==> src/rtl/pipe_ilk_pkg.sv <==
package pipe_ilk_pkg;

    // Control states of the interlock
    typedef enum logic [1:0] {
        ST_FLOW       = 2'd0,  // normal issue, data stalls resolved here
        ST_BR_EXEC    = 2'd1,  // branch occupies execute, fetch held
        ST_BR_REFETCH = 2'd2   // fetch resumed, decode slot still empty
    } ilk_state_e;

    // Stage indices of the in-flight tracker
    localparam int STG_EX  = 0;
    localparam int STG_MEM = 1;
    localparam int STG_WB  = 2;
    localparam int N_STG   = 3;

endpackage

==> src/rtl/ilk_stage_track.sv <==
module ilk_stage_track #(
    parameter int REG_AW = 5,
    parameter int TAG_W  = 4,
    parameter int DEPTH  = 3
) (
    input  logic                              clk,
    input  logic                              rst_n,
    input  logic                              issue,
    input  logic [REG_AW-1:0]                 issue_rd,
    input  logic [TAG_W-1:0]                  issue_tag,
    output logic [DEPTH-1:0]                  stg_v,
    output logic [DEPTH-1:0][REG_AW-1:0]      stg_rd,
    output logic [DEPTH-1:0][TAG_W-1:0]       stg_tag
);

    // Shadow of the execute/memory/writeback registers: one slot per stage
    for (genvar k = 0; k < DEPTH; k++) begin : g_stg
        if (k == 0) begin : g_head
            always_ff @(posedge clk) begin
                if (!rst_n) begin
                    stg_v[k]   <= 1'b0;
                    stg_rd[k]  <= '0;
                    stg_tag[k] <= '0;
                end else begin
                    stg_v[k]   <= issue;
                    stg_rd[k]  <= issue ? issue_rd : '0;
                    stg_tag[k] <= issue ? issue_tag : '0;
                end
            end
        end else begin : g_body
            always_ff @(posedge clk) begin
                if (!rst_n) begin
                    stg_v[k]   <= 1'b0;
                    stg_rd[k]  <= '0;
                    stg_tag[k] <= '0;
                end else begin
                    stg_v[k]   <= stg_v[k-1];
                    stg_rd[k]  <= stg_rd[k-1];
                    stg_tag[k] <= stg_tag[k-1];
                end
            end
        end
    end

endmodule

==> src/rtl/ilk_hazard_cmp.sv <==
module ilk_hazard_cmp #(
    parameter int REG_AW = 5,
    parameter int NSRC   = 2,
    parameter int NCMP   = 2
) (
    input  logic [NSRC*REG_AW-1:0]        src,
    input  logic [NSRC-1:0]               src_used,
    input  logic [NCMP-1:0]               wr_v,
    input  logic [NCMP-1:0][REG_AW-1:0]   wr_rd,
    output logic                          hazard
);

    logic [NSRC-1:0] hit;

    for (genvar s = 0; s < NSRC; s++) begin : g_src
        logic [REG_AW-1:0] reg_id;
        logic              hit_s;
        assign reg_id = src[s*REG_AW +: REG_AW];

        // A writer still before writeback blocks this source; register 0 never does
        always_comb begin
            hit_s = 1'b0;
            for (int c = 0; c < NCMP; c++) begin
                if (src_used[s] && (reg_id != '0) && wr_v[c] && (wr_rd[c] == reg_id))
                    hit_s = 1'b1;
            end
        end
        assign hit[s] = hit_s;
    end

    assign hazard = |hit;

endmodule

==> src/rtl/ilk_ctrl_fsm.sv <==
module ilk_ctrl_fsm
    import pipe_ilk_pkg::*;
(
    input  logic clk,
    input  logic rst_n,
    input  logic id_valid,
    input  logic id_is_branch,
    input  logic hazard,
    output logic issue,
    output logic stall_ifid,
    output logic hold_fetch,
    output logic bubble_ex,
    output logic stall_evt
);

    ilk_state_e state_q, state_d;

    // State register
    always_ff @(posedge clk) begin
        if (!rst_n) state_q <= ST_FLOW;
        else        state_q <= state_d;
    end

    // Outputs and next state
    always_comb begin
        issue      = 1'b0;
        stall_ifid = 1'b0;
        hold_fetch = 1'b0;
        stall_evt  = 1'b0;
        state_d    = state_q;
        unique case (state_q)
            ST_FLOW: begin
                stall_ifid = id_valid && hazard;
                issue      = id_valid && !hazard;
                hold_fetch = stall_ifid || (id_valid && id_is_branch);
                stall_evt  = stall_ifid;
                if (issue && id_is_branch) state_d = ST_BR_EXEC;   // branch issue
            end
            ST_BR_EXEC: begin
                hold_fetch = 1'b1;
                stall_evt  = 1'b1;
                state_d    = ST_BR_REFETCH;                        // resume fetch
            end
            ST_BR_REFETCH: begin
                stall_evt  = 1'b1;
                state_d    = ST_FLOW;                              // refill done
            end
            default: state_d = ST_FLOW;
        endcase
        bubble_ex = !issue;
    end

endmodule

==> src/rtl/ilk_counters.sv <==
module ilk_counters #(
    parameter int CNT_W = 16
) (
    input  logic             clk,
    input  logic             rst_n,
    input  logic             stall_evt,
    output logic [CNT_W-1:0] cycle_count,
    output logic [CNT_W-1:0] stall_count
);

    always_ff @(posedge clk) begin
        if (!rst_n) begin
            cycle_count <= '0;
            stall_count <= '0;
        end else begin
            cycle_count <= cycle_count + 1'b1;
            if (stall_evt) stall_count <= stall_count + 1'b1;
        end
    end

endmodule

==> src/rtl/pipe_interlock.sv <==
module pipe_interlock
    import pipe_ilk_pkg::*;
#(
    parameter int REG_AW = 5,
    parameter int NSRC   = 2,
    parameter int TAG_W  = 4,
    parameter int CNT_W  = 16
) (
    input  logic                    clk,
    input  logic                    rst_n,
    input  logic                    id_valid,
    input  logic [REG_AW-1:0]       id_dst,
    input  logic                    id_writes,
    input  logic [NSRC*REG_AW-1:0]  id_src,
    input  logic [NSRC-1:0]         id_src_used,
    input  logic                    id_is_branch,
    input  logic [TAG_W-1:0]        id_tag,
    output logic                    stall_ifid,
    output logic                    hold_fetch,
    output logic                    bubble_ex,
    output logic                    ex_valid,
    output logic [TAG_W-1:0]        ex_tag,
    output logic                    mem_valid,
    output logic [TAG_W-1:0]        mem_tag,
    output logic                    wb_valid,
    output logic [TAG_W-1:0]        wb_tag,
    output logic [CNT_W-1:0]        cycle_count,
    output logic [CNT_W-1:0]        stall_count
);

    // Writers in stages before writeback are the ones a reader must wait on
    localparam int WAIT_STAGES = N_STG - 1;

    logic                            issue;
    logic                            hazard;
    logic                            stall_evt;
    logic [REG_AW-1:0]               issue_rd;
    logic [N_STG-1:0]                stg_v;
    logic [N_STG-1:0][REG_AW-1:0]    stg_rd;
    logic [N_STG-1:0][TAG_W-1:0]     stg_tag;

    // Non-writers carry register 0, which never matches
    assign issue_rd = id_writes ? id_dst : '0;

    ilk_stage_track #(.REG_AW(REG_AW), .TAG_W(TAG_W), .DEPTH(N_STG)) u_track (
        .clk       (clk),
        .rst_n     (rst_n),
        .issue     (issue),
        .issue_rd  (issue_rd),
        .issue_tag (id_tag),
        .stg_v     (stg_v),
        .stg_rd    (stg_rd),
        .stg_tag   (stg_tag)
    );

    ilk_hazard_cmp #(.REG_AW(REG_AW), .NSRC(NSRC), .NCMP(WAIT_STAGES)) u_cmp (
        .src      (id_src),
        .src_used (id_src_used),
        .wr_v     (stg_v[WAIT_STAGES-1:0]),
        .wr_rd    (stg_rd[WAIT_STAGES-1:0]),
        .hazard   (hazard)
    );

    ilk_ctrl_fsm u_fsm (
        .clk          (clk),
        .rst_n        (rst_n),
        .id_valid     (id_valid),
        .id_is_branch (id_is_branch),
        .hazard       (hazard),
        .issue        (issue),
        .stall_ifid   (stall_ifid),
        .hold_fetch   (hold_fetch),
        .bubble_ex    (bubble_ex),
        .stall_evt    (stall_evt)
    );

    ilk_counters #(.CNT_W(CNT_W)) u_cnt (
        .clk         (clk),
        .rst_n       (rst_n),
        .stall_evt   (stall_evt),
        .cycle_count (cycle_count),
        .stall_count (stall_count)
    );

    assign ex_valid  = stg_v[STG_EX];
    assign ex_tag    = stg_tag[STG_EX];
    assign mem_valid = stg_v[STG_MEM];
    assign mem_tag   = stg_tag[STG_MEM];
    assign wb_valid  = stg_v[STG_WB];
    assign wb_tag    = stg_tag[STG_WB];

endmodule

==> config.mk <==
export PLATFORM = sky130hd
export DESIGN_NAME = pipe_interlock
export DESIGN_NICKNAME = d
export VERILOG_FILES = /design/src/rtl/pipe_ilk_pkg.sv /design/src/rtl/ilk_stage_track.sv /design/src/rtl/ilk_hazard_cmp.sv /design/src/rtl/ilk_ctrl_fsm.sv /design/src/rtl/ilk_counters.sv /design/src/rtl/pipe_interlock.sv
export SDC_FILE = /design/constraint.sdc
export NUM_CORES = 1
export LEC_CHECK = 0
export ABC_AREA = 1
export BUFFER_PORTS_ARGS = -buffer_cell sky130_fd_sc_hd__buf_2
export CAP_MARGIN = 20
export CORE_AREA = 2 2 101 103
export CTS_BUF_LIST = sky130_fd_sc_hd__clkbuf_16
export DETAILED_ROUTE_END_ITERATION = 7
export DIE_AREA = 0 0 103 105
export RECOVER_POWER = 50
export SYNTH_ARGS = -nofsm -noshare
export SYNTH_HDL_FRONTEND = slang
export SYNTH_SLANG_ARGS = --single-unit
==> constraint.sdc <==
create_clock -name clk -period 2.3 [get_ports clk]
set_input_delay 0 -clock clk [delete_from_list [all_inputs] [get_ports clk]]
set_output_delay 0 -clock clk [all_outputs]
set_load 0.01 [all_outputs]
==> flow_summary.toml, run 1 <==
[power_and_ir_drop]
pwr-share-clk = 0.454
internal_power_mw = 1.86
switchingPower_uw = 628
ir_worst_vdd_mv = 0.309
p_comb_frac = 0.113
power_mw = 2.49
sw_frac_of_total = 0.252
p_seq_frac = 0.434
leakagePower_nw = 1.78
p_per_area_mw_per_mm2 = 679

[synth]
synth_area_mm2 = 0.00282
ys_types = 32
synth_warnings = 0
synth_flop_cell = "dfxtp_1"
netlist_instances = 420
syn-num-nets = 451
synth-edff-count = 0
syn_area_per_cell_um2 = 6.72
ys_async_sr_fraction = 0
ys_ff_latch = 59
yosysSeqAreaShare = 0.418

[cells_and_area]
final_core_util = 0.381
layout.cells.non_filler = 652
drive_gt1_frac = 0.145
final_nets = 545
antenna_cells = 0
finalInstanceArea_mm2 = 0.00367
layout_commonest_cell = "nand2_1"
layout_common_cells = "nand2_1, inv_1, dfxtp_1, nor2_1, buf_2"
synthToLayoutAreaGrowth_pct = 30.1

[timing]
slew_headroom = 0.705
finalHoldViolCount = 0
setup_tns_ns = 0
fin_ws_ns = 0.277
worst-slew-pin-transition_ns = 0.442
fmax_mhz = 494
setup_viol = 0
fin_skew_ns = 0.00523
hold_slack_ns = 0.0650
report.final.slew_viol_count = 0
grt_setup_unrepaired = "false"
period_share = 0.880
period_needed_ns = 2.02

[die]
die-width_um = 103
start_util = 0.293
core_area_mm2 = 0.00964
dieArea_mm2 = 0.0108
fp.dieH_um = 105
ioPinCount = 76
rows = 36

[drt]
wl_per_cell_um = 10.2
viasPerCell = 4.24
dr.pass1.iters = 4
drtAntennaViolNets = 0
remaining_drc_errors = 0
vias = 2762
drt_iter0_drc = 108
wirelength_um = 6620

[worst_setup_path]
required_ns = 2.56
path_cells = "nand2_1 -> nand2_1 -> nor2_1 -> nand3_1 -> nand2_1 -> nand2_1 -> nand2_2 -> nor2_2 -> nand2_2 -> nor2_4 -> nand2_4 -> nor2_2 -> dlygate4sd3_1"
crit_buf_inv = 1
cp_common_cell = "nand2_1"
crit_type = "reg -> reg"
path_max_fanout = 5
crit_slowest_cell = "dlygate4sd3_1"
crit_path_end_kind = "flip-flop"
cp-start-kind = "flip-flop"
cp.arrival_ns = 2.28
cp_top_family = "simple AND/OR/NAND/NOR gates"
reg2reg_depth = 13
worst-path-stages = 13
slowest_delay_ns = 0.55

[place]
place_congestion = 0.802
dp.cells = 621
place_area_mm2 = 0.00332
pre_cts_slack_ns = 0.586
dp_hpwl_um = 4840
port_buffers = 75

[cts]
cts.reportedPaths.clkPinSlew_ns = 0.05
clock_latency_ns = 0.32
cts_tree = "done"
cts.sinks = 59
cts_root_buf = "clkbuf_16"
post-cts-setup-buffers = 0
clockBufferDepth = 2
cts_buffers = 9
cts_htree_levels = 3

[job]
drv_cap = 0

[min_path]
hold_depth = 5
hold_class = "in -> reg"

[grt]
grt_pass1_vias = 2567
antenna_found_initial = 0
overflow = 0
grt_max_degree = 41
track_usage = 0.129
grt_pass1_wl_um = 11100

[run_status]
status = "finished, final reports clean"
power by group through the flow:
stage / clock (mW) / combinational (mW) / sequential [mW]
after detailed placement: 0 / 0.272 / 1.10
after global routing: 1.22 / 0.322 / 1.08
after global placement: 0 / 0.267 / 1.10
final: 1.13 / 0.280 / 1.08
after CTS: 1.18 / 0.290 / 1.08
after floorplan: 0 / 0.197 / 1.11
sequential cells by signal (all words and copies together) (netlist names):
register and count:
u_cnt.cycle_count 16, u_cnt.stall_count 16, u_fsm.state_q 2, u_track.stg_rd 10
u_track.stg_tag 12, u_track.stg_v 3
cell usage after synthesis, types with 4 or more instances:
cell / instances / area (um2)
clkbuf_1: 4 / 15.0
nor2_2: 9 / 56.3
inv_1: 68 / 255
inv_2: 7 / 26.3
a21oi_1: 24 / 120
o21ai_1: 5 / 25.0
ha_1: 5 / 62.6
nor2_1: 55 / 206
nand2_1: 112 / 420
nor3_1: 15 / 75.1
nand3_1: 25 / 125
dfxtp_1: 59 / 1180
worst register-to-register path, cell delays in order (launching register included):
cell           delay [ns]
dfxtp_1              0.39
nand2_1              0.07
nand2_1              0.06
nor2_1               0.04
nand3_1              0.07
nand2_1              0.06
nand2_1              0.06
nand2_2              0.08
nor2_2               0.12
nand2_2              0.08
nor2_4               0.16
nand2_4              0.10
nor2_2               0.09
dlygate4sd3_1        0.55
logic make-up (layout without fill, tap and decap cells):
logic type / count (synthesis) / count (layout) / synth area share
AO/OA/AOI/OAI: 36 / 36 / 0.0683
adder cells (fa/ha/maj): 5 / 5 / 0.0222
AND/OR/NAND/NOR: 234 / 234 / 0.364
XOR/XNOR: 2 / 2 / 0.00621
buffers and inverters: 84 / 183 / 0.121
flip-flops: 59 / 59 / 0.418
worst paths after layout:
kind                                         start                 end  slack, ns
worst min register to register  u_track.stg_tag[3]  u_track.stg_tag[7]       0.43
worst min-delay path                      id_valid    u_track.stg_v[0]       0.07
worst max register to register   u_track.stg_rd[0]   u_track.stg_rd[4]       0.28
worst max-delay path             u_track.stg_rd[0]   u_track.stg_rd[4]       0.28
layout make-up:
class | count | area, um2
Timing Repair Buffer | 91 | 487
Clock buffer | 9 | 225
Inverter | 76 | 285
Sequential cell | 59 | 1180
Clock inverter | 7 | 27.5
Fill cell | 1065 | 5970
Multi-Input combinational cell | 277 | 1300
Tap cell | 133 | 166
layer usage:
metal,GRT usage,share of wire
met5,0,0
met4,0.0630,0.020
met3,0.0395,0.050
met2,0.207,0.48
met1,0.153,0.45
timing repair:
item                       in CTS  in global routing
setup endpoints to repair       0                  0
gates resized for setup         0                  0
hold endpoints to repair       10                  0
hold buffers                   15                  0
No activity file was read; power rests on OpenSTA's default activity.
==> inputs of run 2 (changes only) <==
--- a/config.mk
+++ b/config.mk
@@ -9,7 +9,6 @@
 export BUFFER_PORTS_ARGS = -buffer_cell sky130_fd_sc_hd__buf_2
 export CAP_MARGIN = 20
 export CORE_AREA = 2 2 101 103
-export CTS_BUF_LIST = sky130_fd_sc_hd__clkbuf_16
 export DETAILED_ROUTE_END_ITERATION = 7
 export DIE_AREA = 0 0 103 105
 export RECOVER_POWER = 50
==> run 2 against run 1 <==
Against the previous run:
- sequential share of layout area grew 0.53 points
- hold slack lost 0.017 ns
- critical endpoint unchanged
- setup slack gained 0.0013 ns
- wire length increased by 0.98%
- via count grew 0.33%
- die area is the same
- count of clock-buffer cells in the layout up 6
- utilization decreased by 0.62 points
- clock skew is 0.0026 ns higher
- first-iteration DRC count rose by 16%
==> flow_summary.toml, run 2 (same netlist as run 1, synthesis figures left out) <==
[worst_setup_path]
crit_path_end_kind = "flip-flop"
r2r-start = "u_track.stg_rd[2]"
reg2reg_depth = 14
required_ns = 2.52
worst_r2r_endpoint = "u_track.stg_rd[4]"
cp.arrival_ns = 2.24
path_max_fanout = 5
cp-start-kind = "flip-flop"
reg2reg_slack_ns = 0.28
crit_type = "reg -> reg"

[place]
place_area_mm2 = 0.00332
dp.cells = 621
dp_hpwl_um = 4840
port_buffers = 75
pre_cts_slack_ns = 0.586
place_congestion = 0.802

[drt]
drt_iter0_drc = 125
dr.pass1.iters = 4
vias = 2771
wirelength_um = 6690
drtAntennaViolNets = 0
wl_per_cell_um = 10.3
viasPerCell = 4.25
remaining_drc_errors = 0

[cells_and_area]
seq_area_mm2 = 0.00118
layout.cells.non_filler = 652
layout_common_cells = "nand2_1, inv_1, dfxtp_1, nor2_1, buf_2"
antenna_cells = 0
final_nets = 545
finalInstanceArea_mm2 = 0.00361
fill_cells = 1063
final_core_util = 0.375
layout_commonest_cell = "nand2_1"
multi_input_area_mm2 = 0.00130
drive_gt1_frac = 0.154
synthToLayoutAreaGrowth_pct = 28.0
reg.largest.list = "u_cnt.cycle_count: 16 flops, u_cnt.stall_count: 16 flops, u_track.stg_tag: 12 flops"

[min_path]
hold_depth = 5
min_to = "u_track.stg_v[0]"
hold_class = "in -> reg"
hp-start = "id_valid"

[power_and_ir_drop]
power_mw = 2.27
p_per_area_mw_per_mm2 = 629
ir_worst_vdd_mv = 0.247
leakagePower_nw = 1.75

[die]
core_area_mm2 = 0.00964
dieArea_mm2 = 0.0108
start_util = 0.293
rows = 36
fp.dieH_um = 105
die-width_um = 103
ioPinCount = 76

[cts]
cts.sinks = 59
cts.reportedPaths.clkPinSlew_ns = 0.07
cts_buffers = 9
cts_tree = "done"
ctsResizeCount = 0
clockBufferDepth = 2
cts_htree_levels = 3
cts_root_buf = "clkbuf_8"
clock_latency_ns = 0.34

[grt]
antenna_found_initial = 0
overflow = 0
grt_max_degree = 41
grt_pass1_vias = 2555
grt_pass1_wl_um = 11100
track_usage = 0.130

[timing]
hold_slack_ns = 0.0479
setup_viol = 0
slew_headroom = 0.709
report.final.slew_viol_count = 0
period_share = 0.879
fin_skew_ns = 0.00781
worst-slew-pin-transition_ns = 0.436
period_needed_ns = 2.02
setup_tns_ns = 0
grt_setup_unrepaired = "false"
fmax_mhz = 495
finalHoldViolCount = 0
fin_ws_ns = 0.278

[run_status]
status = "finished, final reports clean"

[job]
drv_cap = 0
[run 2: what timing repair did]
action	in CTS	in global routing
endpoints found under the hold margin	10	0
hold buffers	15	0
setup endpoints to repair	0	0
buffers inserted	0	0
[run 2: layout make-up]
cell class                      instances  share of cell area
Clock buffer                           15              0.0516
Clock inverter                          1             0.00139
Tap cell                              133              0.0461
Inverter                               76              0.0790
Multi-Input combinational cell        277               0.360
Timing Repair Buffer                   91               0.135
Sequential cell                        59               0.327
[run 2: how the worst max path moves through the flow]
stage | from | end | slack, ns | cells after the start
after CTS | u_track.stg_rd[0] | u_track.stg_rd[4] | 0.25 | 13
after global placement | u_track.stg_rd[2] | u_cnt.stall_count[7] | 0.62 | 13
after floorplan | u_cnt.cycle_count[0] | u_cnt.cycle_count[14] | 0.68 | 10
after detailed placement | u_cnt.cycle_count[0] | u_cnt.cycle_count[14] | 0.59 | 10
after global routing | u_track.stg_rd[4] | u_track.stg_rd[4] | 0.12 | 13
final | u_track.stg_rd[2] | u_track.stg_rd[4] | 0.28 | 14
[run 2: per-layer routing]
metal / GRT usage / vias to the layer above / share of wire / wire length [um]
met5: 0 / - / 0 / 0
met4: 0.0733 / 0 / 0.024 / 161
met3: 0.0328 / 13 / 0.060 / 404
met2: 0.209 / 62 / 0.47 / 3120
met1: 0.154 / 1225 / 0.45 / 3000
li1: - / 1471 / - / -
[run 2: critical path, stage by stage (launching register included)]
cell and delay, ns:
dfxtp_1 0.40, inv_2 0.06, nand2_1 0.06, nand2_1 0.05
nor2_1 0.14, nand3_1 0.09, nand2_1 0.06, nand2_1 0.06
nand2_2 0.09, nor2_2 0.05, nand2_2 0.08, nor2_4 0.06
nand2_4 0.11, nor2_2 0.04, dlygate4sd3_1 0.55
[run 2: power by group]
group,internal (mW),leakage (nW),switching [mW]
registers,1.05,0.478,0.0251
clock network,0.509,0.0997,0.402
logic,0.107,1.17,0.174
==> inputs of run 3 (changes only) <==
--- a/config.mk
+++ b/config.mk
@@ -5,12 +5,11 @@
 export SDC_FILE = /design/constraint.sdc
 export NUM_CORES = 1
 export LEC_CHECK = 0
-export ABC_AREA = 1
 export BUFFER_PORTS_ARGS = -buffer_cell sky130_fd_sc_hd__buf_2
 export CAP_MARGIN = 20
-export CORE_AREA = 2 2 101 103
+export CORE_AREA = 2 2 97 99
 export DETAILED_ROUTE_END_ITERATION = 7
-export DIE_AREA = 0 0 103 105
+export DIE_AREA = 0 0 99 101
 export RECOVER_POWER = 50
 export SYNTH_ARGS = -nofsm -noshare
 export SYNTH_HDL_FRONTEND = slang
==> run 3 against run 2 <==
Against the previous run:
- critical path type unchanged
- wire length shrank 12%
- largest cell class unchanged
- synthesized cell count is 32% lower
- largest power group is now the clock network
- global-route usage fell by 0.81 points
- total power grew 12%
==> flow_summary.toml, run 3 <==
[cts]
clock_latency_ns = 0.33
cts_tree = "done"
cts.reportedPaths.clkPinSlew_ns = 0.07
cts_htree_levels = 3
cts.sinks = 59
holdBufCountCts = 10
ctsResizeCount = 0
post-cts-setup-buffers = 0
clockBufferDepth = 2
cts_buffers = 9
cts_root_buf = "clkbuf_8"

[min_path]
hp-start = "id_valid"
min_to = "u_fsm.state_q[0]"
hold_depth = 3
hold_class = "in -> reg"

[power_and_ir_drop]
pwr-share-clk = 0.506
ir_worst_vdd_mv = 0.396
power_mw = 2.54
leakagePower_nw = 1.30
p_seq_frac = 0.419
switchingPower_uw = 518
p_per_area_mw_per_mm2 = 738
sw_frac_of_total = 0.204
internal_power_mw = 2.02
p_comb_frac = 0.075

[worst_setup_path]
slowest_delay_ns = 0.37
required_ns = 2.55
worstSetupStartpoint = "u_track.stg_rd[6]"
reg2reg_depth = 7
cp-start-kind = "flip-flop"
crit_buf_inv = 1
path_cells = "xnor2_1 -> nand4_1 -> o22ai_1 -> nand3_1 -> buf_4 -> a21oi_1 -> mux2i_1"
path_max_fanout = 10
worst_r2r_endpoint = "u_cnt.stall_count[10]"
crit_path_end_kind = "flip-flop"
cp.arrival_ns = 2.22
r2r-start = "u_track.stg_rd[6]"
cp_top_family = "compound AO/OA/AOI/OAI gates"
crit_slowest_cell = "dfxtp_1"
crit_type = "reg -> reg"
reg2reg_slack_ns = 0.33

[synth]
netlist_instances = 286
synth_flop_cell = "dfxtp_1"
synth_warnings = 0
synth-compound-area-share = 0.0846
ys_ff_latch = 59
yosysTopAreaCell = "dfxtp_1"
yosysSeqAreaShare = 0.449
muxShareOfSynthArea = 0.0570
synth_top_area_share = 0.449
synthAdderAreaFrac = 0.0238
synth_top_family_by_area = "simple AND/OR/NAND/NOR gates"
syn_area_per_cell_um2 = 9.20
ys_async_sr_fraction = 0
synth.most_common_cell = "dfxtp_1"
synthXorXnorAreaFrac = 0.103
synth-edff-count = 0
synth_area_mm2 = 0.00263
ys_types = 35
synthSimpleGateAreaFrac = 0.252
syn-num-nets = 317
yosys-top-cells-area = "dfxtp_1, xnor2_1, mux2i_1, and2_1, nand3_1"
netlist_top_cells_count = "dfxtp_1, xnor2_1, nand2_1, and2_1, nand3_1"

[place]
place_congestion = 0.825
dp_hpwl_um = 4360
port_buffers = 75

[cells_and_area]
antenna_cells = 0
reg.largest.list = "u_cnt.cycle_count: 16 flops, u_cnt.stall_count: 16 flops, u_track.stg_tag: 12 flops"
synthToLayoutAreaGrowth_pct = 30.8
layout_common_cells = "dfxtp_1, clkbuf_1, buf_2, xnor2_1, nand2_1"
layout_commonest_cell = "dfxtp_1"
final_nets = 406
drive_gt1_frac = 0.150

[timing]
finalHoldViolCount = 0
period_needed_ns = 1.97
period_share = 0.856
worst-slew-pin-transition_ns = 0.543
fin_skew_ns = 0.00697
grt_setup_unrepaired = "false"
slew_headroom = 0.636
report.final.slew_viol_count = 0
setup_viol = 0
setup_tns_ns = 0
fmax_mhz = 508

[die]
core_area_mm2 = 0.00898
fp.dieH_um = 101
dieArea_mm2 = 0.0100
rows = 35
start_util = 0.293
die-width_um = 99
ioPinCount = 76

[grt]
antenna_found_initial = 0
grt_pass1_vias = 2108
grt_max_degree = 39
grt_pass1_wl_um = 9750
track_usage = 0.122
overflow = 0

[job]
drv_cap = 0

[drt]
dr.pass1.iters = 4
viasPerCell = 4.57
wl_per_cell_um = 12.0
remaining_drc_errors = 0
wirelength_um = 5910
drtAntennaViolNets = 0
vias = 2245
drt_iter0_drc = 93

[run_status]
status = "finished, final reports clean"
-- run 3: cell types whose count changed in the layout (fill, tap and decap cells not counted), moves of 6 or more --
cell and delta:
nand2b_1 +14, nand3_1 -6, and2_1 +18, inv_1 -60
and3_1 +8, nand2_1 -87, inv_2 -7, xnor2_1 +24
mux2i_1 +15, nor3_1 -12, nor2_2 -9, nor2_1 -40
a21oi_1 -8
-- run 3: cells by family after synthesis --
family	count (synthesis)
AOI/OAI and AO/OA	33
xor gates and xnor gates	31
adders and majority gates	5
buffers and inverters	18
DFF	59
muxes	15
and+or+nand+nor	125
-- run 3: cell type report --
type / instances / area [um2]
Clock buffer: 12 / 155
Clock inverter: 4 / 120
Fill cell: 914 / 5530
Inverter: 9 / 33.8
Multi-Input combinational cell: 209 / 1370
Sequential cell: 59 / 1180
Tap cell: 111 / 139
Timing Repair Buffer: 87 / 443
-- run 3: worst max-delay path by stage --
stage | endpoint | slack, ns | cells past startpoint
2_1_floorplan | u_cnt.stall_count[10] | 0.62 | 8
3_3_place_gp | u_cnt.stall_count[9] | 0.44 | 6
3_5_place_dp | u_cnt.stall_count[10] | 0.38 | 8
4_1_cts | u_cnt.stall_count[10] | 0.35 | 8
5_1_grt | u_cnt.stall_count[10] | 0.11 | 8
6_report | u_cnt.stall_count[10] | 0.33 | 7
-- run 3: tightest hold or removal path, delay by kind of cell --
| kind | cells | cell delay (ns) |
|---|---|---|
| and+or+nand+nor | 1 | 0.05 |
| buffers and inverters | 1 | 0.12 |
| AOI/OAI and AO/OA | 1 | 0.12 |
-- run 3: metal layers --
| layer | GRT usage | part of all wire | vias to the layer above |
|---|---|---|---|
| met2 | 0.200 | 0.47 | 67 |
| met4 | 0.0379 | 0.010 | 0 |
| met1 | 0.144 | 0.45 | 1027 |
| met5 | 0 | 0 | - |
| met3 | 0.0513 | 0.071 | 5 |
| li1 | - | - | 1146 |
-- run 3: power groups by stage --
stage / logic (mW) / registers [mW] / clock network, mW
final: 0.190 / 1.06 / 1.29
after global routing: 0.211 / 1.07 / 1.37
after CTS: 0.195 / 1.06 / 1.32
after detailed placement: 0.182 / 1.09 / 0
after global placement: 0.178 / 1.09 / 0
after floorplan: 0.109 / 1.09 / 0
-- run 3: per-stage QoR --
| stage | instances | setup slack (ns) | instance area, um2 | hold WS (ns) | utilization |
|---|---|---|---|---|---|
| 2_1_floorplan | 286 | 0.624 | 2630 | 0.104 | - |
| 3_3_place_gp | 465 | 0.436 | 3120 | 0.201 | 0.347 |
| 3_5_place_dp | 465 | 0.377 | 3120 | 0.206 | 0.347 |
| 4_1_cts | 491 | 0.349 | 3490 | 0.00635 | 0.389 |
| 5_1_grt | 491 | 0.113 | 3440 | 0.0264 | 0.384 |
| 6_report | 491 | 0.331 | 3440 | 0.0205 | 0.384 |
